--- config.mk ---
export PLATFORM = sky130hd
export DESIGN_NAME = pifo_rank_scheduler
export DESIGN_NICKNAME = d
export VERILOG_FILES = /design/src/rtl/pifo_pkg.sv /design/src/rtl/pifo_init_seq.sv /design/src/rtl/pifo_slot_select.sv /design/src/rtl/pifo_sorted_store.sv /design/src/rtl/pifo_rank_scheduler.sv
export SDC_FILE = /design/constraint.sdc
export NUM_CORES = 2
export LEC_CHECK = 0
export ABC_AREA = 1
export BUFFER_PORTS_ARGS = -buffer_cell sky130_fd_sc_hd__buf_2
export CAP_MARGIN = 20
export CORE_AREA = 2 2 421 214
export CTS_BUF_LIST = sky130_fd_sc_hd__clkbuf_16
export DETAILED_ROUTE_END_ITERATION = 10
export DIE_AREA = 0 0 423 216
export PLACE_DENSITY = 0.75
export SYNTH_ARGS = -nofsm -noshare
export SYNTH_HDL_FRONTEND = slang
export SYNTH_SLANG_ARGS = --single-unit
export TNS_END_PERCENT = 100
--- constraint.sdc ---
create_clock -name clk -period 7.7 [get_ports clk]
set_input_delay 0 -clock clk [delete_from_list [all_inputs] [get_ports clk]]
set_output_delay 0 -clock clk [all_outputs]
set_load 0.01 [all_outputs]
--- src/rtl/pifo_pkg.sv ---
package pifo_pkg;

  localparam int RANK_W = 8;
  localparam int LEN_W  = 16;
  localparam int PORT_W = 8;
  localparam int META_W = LEN_W + 2 * PORT_W;

  // One stored entry: rank used for ordering, metadata carried untouched.
  typedef struct packed {
    logic [RANK_W-1:0] rank;
    logic [META_W-1:0] meta;
  } pifo_desc_t;

endpackage

--- src/rtl/pifo_init_seq.sv ---
// Walks every storage slot once after reset so the array holds known data.
module pifo_init_seq #(
  parameter int DEPTH = 16,
  parameter int IDX_W = 4
) (
  input  logic             clk,
  input  logic             rst_n,
  output logic             active,
  output logic [IDX_W-1:0] idx
);

  logic             act_q, act_d;
  logic [IDX_W-1:0] idx_q, idx_d;

  always_comb begin
    act_d = act_q;
    idx_d = idx_q;
    if (idx_q == IDX_W'(DEPTH - 1)) begin
      act_d = 1'b0;
    end else begin
      idx_d = idx_q + IDX_W'(1);
    end
  end

  always_ff @(posedge clk or negedge rst_n) begin
    if (!rst_n) begin
      act_q <= 1'b1;
      idx_q <= '0;
    end else if (act_q) begin
      act_q <= act_d;
      idx_q <= idx_d;
    end
  end

  assign active = act_q;
  assign idx    = idx_q;

endmodule

--- src/rtl/pifo_slot_select.sv ---
// Finds the slot a new rank belongs in: after every stored entry whose rank
// is lower or equal, so equal ranks keep arrival order.
module pifo_slot_select import pifo_pkg::*; #(
  parameter int DEPTH = 16,
  parameter int CNT_W = 5
) (
  input  logic [RANK_W-1:0] rank_key [DEPTH],
  input  logic [CNT_W-1:0]  fill,
  input  logic [RANK_W-1:0] new_rank,
  output logic [CNT_W-1:0]  pos
);

  logic [DEPTH-1:0] ahead;

  generate
    for (genvar i = 0; i < DEPTH; i++) begin : g_cmp
      assign ahead[i] = (CNT_W'(i) < fill) && (rank_key[i] <= new_rank);
    end
  endgenerate

  // The array is sorted, so 'ahead' is a thermometer code; its population
  // count is the insertion index.
  always_comb begin
    pos = '0;
    for (int i = 0; i < DEPTH; i++) begin
      pos = pos + CNT_W'(ahead[i]);
    end
  end

endmodule

--- src/rtl/pifo_sorted_store.sv ---
// Rank-sorted register array, slot 0 is the head.
// An insert shifts the tail up from the chosen slot; a removal shifts all down.
module pifo_sorted_store import pifo_pkg::*; #(
  parameter int DEPTH = 16,
  parameter int CNT_W = 5,
  parameter int IDX_W = 4
) (
  input  logic              clk,
  input  logic              clr_en,
  input  logic [IDX_W-1:0]  clr_idx,
  input  logic              ins_en,
  input  logic [CNT_W-1:0]  ins_pos,
  input  pifo_desc_t        ins_desc,
  input  logic              deq_en,
  output pifo_desc_t        head,
  output logic [RANK_W-1:0] rank_key [DEPTH]
);

  pifo_desc_t       slot_q [DEPTH];
  pifo_desc_t       slot_d [DEPTH];
  pifo_desc_t       from_above [DEPTH];
  pifo_desc_t       from_below [DEPTH];
  logic [DEPTH-1:0] slot_en;

  generate
    for (genvar i = 0; i < DEPTH; i++) begin : g_nbr
      if (i == DEPTH - 1) begin : g_last
        assign from_above[i] = slot_q[i];
      end else begin : g_inner
        assign from_above[i] = slot_q[i+1];
      end
      if (i == 0) begin : g_first
        assign from_below[i] = ins_desc;
      end else begin : g_rest
        assign from_below[i] = slot_q[i-1];
      end
      assign rank_key[i] = slot_q[i].rank;
    end
  endgenerate

  always_comb begin
    for (int i = 0; i < DEPTH; i++) begin
      slot_d[i]  = slot_q[i];
      slot_en[i] = 1'b0;
      if (clr_en && (clr_idx == IDX_W'(i))) begin
        slot_d[i]  = '0;
        slot_en[i] = 1'b1;
      end else if (ins_en && (ins_pos <= CNT_W'(i))) begin
        slot_d[i]  = (ins_pos == CNT_W'(i)) ? ins_desc : from_below[i];
        slot_en[i] = 1'b1;
      end else if (deq_en) begin
        slot_d[i]  = from_above[i];
        slot_en[i] = 1'b1;
      end
    end
  end

  // Data storage carries no reset; the clear walk gives it known contents.
  always_ff @(posedge clk) begin
    for (int i = 0; i < DEPTH; i++) begin
      if (slot_en[i]) slot_q[i] <= slot_d[i];
    end
  end

  assign head = slot_q[0];

endmodule

--- src/rtl/pifo_rank_scheduler.sv ---
module pifo_rank_scheduler import pifo_pkg::*; #(
  parameter int DEPTH = 16,
  localparam int CNT_W = $clog2(DEPTH + 1),
  localparam int IDX_W = (DEPTH > 1) ? $clog2(DEPTH) : 1
) (
  input  logic              clk,
  input  logic              rst_n,
  input  logic              in_valid,
  output logic              in_ready,
  input  logic [RANK_W-1:0] in_rank,
  input  logic [META_W-1:0] in_meta,
  output logic              out_valid,
  input  logic              out_ready,
  output logic [RANK_W-1:0] out_rank,
  output logic [META_W-1:0] out_meta,
  output logic              busy,
  output logic              empty,
  output logic [CNT_W-1:0]  occupancy
);

  logic              clr_active;
  logic [IDX_W-1:0]  clr_idx;
  logic              hold_v_q, hold_v_d;
  pifo_desc_t        hold_q;
  logic [CNT_W-1:0]  cnt_q, cnt_d;
  logic [CNT_W-1:0]  ins_pos;
  logic [RANK_W-1:0] rank_key [DEPTH];
  pifo_desc_t        head;
  logic              full, accept, deq;

  pifo_init_seq #(.DEPTH(DEPTH), .IDX_W(IDX_W)) i_init (
    .clk    (clk),
    .rst_n  (rst_n),
    .active (clr_active),
    .idx    (clr_idx)
  );

  pifo_slot_select #(.DEPTH(DEPTH), .CNT_W(CNT_W)) i_select (
    .rank_key (rank_key),
    .fill     (cnt_q),
    .new_rank (hold_q.rank),
    .pos      (ins_pos)
  );

  pifo_sorted_store #(.DEPTH(DEPTH), .CNT_W(CNT_W), .IDX_W(IDX_W)) i_store (
    .clk      (clk),
    .clr_en   (clr_active),
    .clr_idx  (clr_idx),
    .ins_en   (hold_v_q),
    .ins_pos  (ins_pos),
    .ins_desc (hold_q),
    .deq_en   (deq),
    .head     (head),
    .rank_key (rank_key)
  );

  // Handshake: an accepted descriptor withholds the output in the same
  // cycle, so it is sorted in before any removal can happen.
  assign busy      = clr_active | hold_v_q;
  assign full      = (cnt_q == CNT_W'(DEPTH));
  assign in_ready  = !busy && !full;
  assign accept    = in_valid && in_ready;
  assign out_valid = (cnt_q != '0) && !busy && !accept;
  assign deq       = out_valid && out_ready;

  // Insertion (settling cycle) and removal never coincide: removal needs !busy.
  always_comb begin
    hold_v_d = accept;
    cnt_d    = cnt_q;
    if (hold_v_q) begin
      cnt_d = cnt_q + CNT_W'(1);
    end else if (deq) begin
      cnt_d = cnt_q - CNT_W'(1);
    end
  end

  always_ff @(posedge clk or negedge rst_n) begin
    if (!rst_n) begin
      hold_v_q <= 1'b0;
      cnt_q    <= '0;
    end else begin
      hold_v_q <= hold_v_d;
      if (hold_v_q || deq) cnt_q <= cnt_d;
    end
  end

  always_ff @(posedge clk) begin
    if (accept) hold_q <= '{rank: in_rank, meta: in_meta};
  end

  assign out_rank  = head.rank;
  assign out_meta  = head.meta;
  assign empty     = (cnt_q == '0);
  assign occupancy = cnt_q;

endmodule

==> flow_summary.ini <==
[placed_design]
dpl_cell_area_um2 = 46100
hpwlAfterDp_um = 109000
io_buffers = 92
gp_congestion = 0.991

[sta]
clock.fmax_ghz = 0.136
setup_viol = 0
clock_skew_ns = 0.0215
period_minus_slack_ns = 7.35
rsz0062_at_grt = false
drv_slew = 0
worstMarginPinSlew_ns = 1.23
setup_tns_ns = 0
post-route-period-util_pct = 95.5
slew-limit-headroom_pct = 17.9
finalHoldViolations = 0

[global_route]
busiest_layer = met1
grt_pass1_vias = 37101
grt_overflow = 0
grt_max_degree = 92
antenna_found_initial = 4
grt_use_met2_pct = 41.7
grt_pass1_wl_um = 246000
use_met3_pct = 19.4
globalRouteMet1Util_pct = 56.0
track_usage_pct = 35.9

[clock_tree]
cts_inserted_buffers = 70
htreeDepth = 3
cts.clk_slew.worst_paths_ns = 0.06
clockBufferDepth = 3
cts_tree = yes
cts_root_buffer = clkbuf_16
clock_sinks = 691
postCtsSetupBuffers = 0
clock_latency_ns = 0.67

[critical_path]
worst-path-max-fanout = 25
crit_arrival_ns = 7.77
criticalPathCategory = flop to flop
regToRegSetupSlack_ns = 0.35
worstSetupEndpointType = flop
critPathRequiredTime_ns = 8.12
critPathLaunchType = flop

[floorplanning]
die-area_um2 = 91400
die_w_um = 423
dieHeight_um = 216
core_region_area_um2 = 87700
ios = 93
start_util_pct = 50.7
floorplan.rows = 77

[drt]
drc = 0
wl_um = 167000
ant_nets = 0
vias = 42405
viasPerCell = 5.71
drt_iter0_drc = 7955
routedWlPerCell_um = 22.5
drt_first_pass_iters = 7

[synthesis]
synth.avg_cell_area_um2 = 7.14
ys_warn_count = 0
ys_types = 34
syn-num-nets = 6428
synth.most_common_cell = nand2_1
synthArstFlopShare_pct = 1.59
synth_top_area_share_pct = 45.9
syn-cell-area_um2 = 44500
synth_top_cell_by_area = edfxtp_1
ys_top_cells_by_count = nand2_1 (2,169), nor2_1 (1,130), inv_1 (753)
synth_seq_cells = 691
synth_edf_count = 680
ys_seq_area_share_pct = 46.5
ys.flop_type = edfxtp_1
yosys-top-cells-area = edfxtp_1 (46%), nand2_1 (18%), nor2_1 (9.5%)
synthCells = 6233

[layout]
fin_area_um2 = 48700
drive_above_1_share_pct = 6.11
num-nets-final = 6378
areaGrowthSynthToFinish_pct = 9.58

[run_status]
outcome = finished, final reports clean

[flow_run]
cap_violations = 0

[hold_path]
hold_path.class = primary input to flop
## final cells by class
class                   count  area, um2
clock buffers              74       1850
inverters                 760       2860
fillers                  8304      38900
flip-flops and latches    691      20700
well taps                1185       1480
clock inverters            51        312
multi-input cells        4383      19400
diodes                      1       2.50
repair buffers            277       2150
## cells by family after synthesis
kind of cell             Yosys count  synth area share, %
AO/OA/AOI/OAI                    381                 4.52
buffers and inverters           1159                 10.3
XOR/XNOR                           7                0.138
flip-flops                       691                 46.5
adder cells (fa/ha/maj)          151                 4.42
AND/OR/NAND/NOR                 3844                 34.1
## worst paths after layout
kind                                     endpoint  depth (start not counted)              startpoint
max                         i_store.slot_q[3][18]                         27              hold_q[33]
min                                    hold_q[20]                          2             in_meta[20]
max reg2reg                 i_store.slot_q[3][18]                         27              hold_q[33]
min reg2reg                i_store.slot_q[15][25]                          2  i_store.slot_q[14][25]
max in group asynchronous           i_init.active                          3                   rst_n
min in group asynchronous            occupancy[1]                          3                   rst_n
## routing by layer
layer,routed length (um),share of wire (%)
met1,69500,42
met2,57300,34
met3,36700,22
met4,3140,1.9
met5,13,0.0078
## metrics by stage
stage / worst slack (ns) / util, % / instances / hold slack [ns]
2_1_floorplan: 0.270 / - / 6233 / -0.296
3_3_place_gp: 0.657 / 52.6 / 7252 / -0.106
3_5_place_dp: 0.517 / 52.6 / 7252 / -0.107
4_1_cts: 0.518 / 55.6 / 7419 / 0.0146
5_1_grt: 0.000632 / 55.6 / 7421 / 0.0276
6_report: 0.346 / 55.6 / 7422 / 0.0441
## cells in the final DEF, fill, tap and decap left out, drive strengths merged, types with 74 or more instances in the layout
cell    Yosys  routed
a21oi     204     204
o21ai     124     124
clkbuf    204      74
nand3     524     524
inv       758     782
edfxtp    680     680
buf       195     234
nand2    2170    2170
ha        141     141
nor2     1133    1133
## flip-flops by register name (all words and copies together) (netlist names)
signal,flops
i_init.active,1
hold_q,40
i_store.slot_q,640
hold_v_q,1
i_init.idx,4
occupancy,5
## worst max-delay path: stages (launching register included)
cell and delay (ns):
edfxtp_1 0.41, inv_1 0.12, buf_4 0.34, ha_1 0.31, a21oi_1 0.14, o21ai_0 0.09, nand2_1 0.07, o211ai_1 0.08
a21oi_1 0.26, nand2_1 0.11, fa_1 0.47, fa_1 0.52, fa_1 0.52, fa_1 0.54, inv_1 0.05, fa_1 0.48
inv_1 0.09, fa_1 0.51, inv_1 0.21, nand2_1 0.16, nor2_2 0.36, nand2_2 0.44, buf_12 0.33, buf_12 0.18
nand2_1 0.07, nand2_1 0.06, nor2_1 0.10, nor2_1 0.05
## repair_timing
action	in CTS	in global routing
hold buffers	42	1
resized for setup	0	4
endpoints found under the setup margin	0	14
endpoints found under the hold margin	51	1
Power is not shown: default switching activity piles up to over one toggle a cycle in this logic, so the estimate is an artifact.
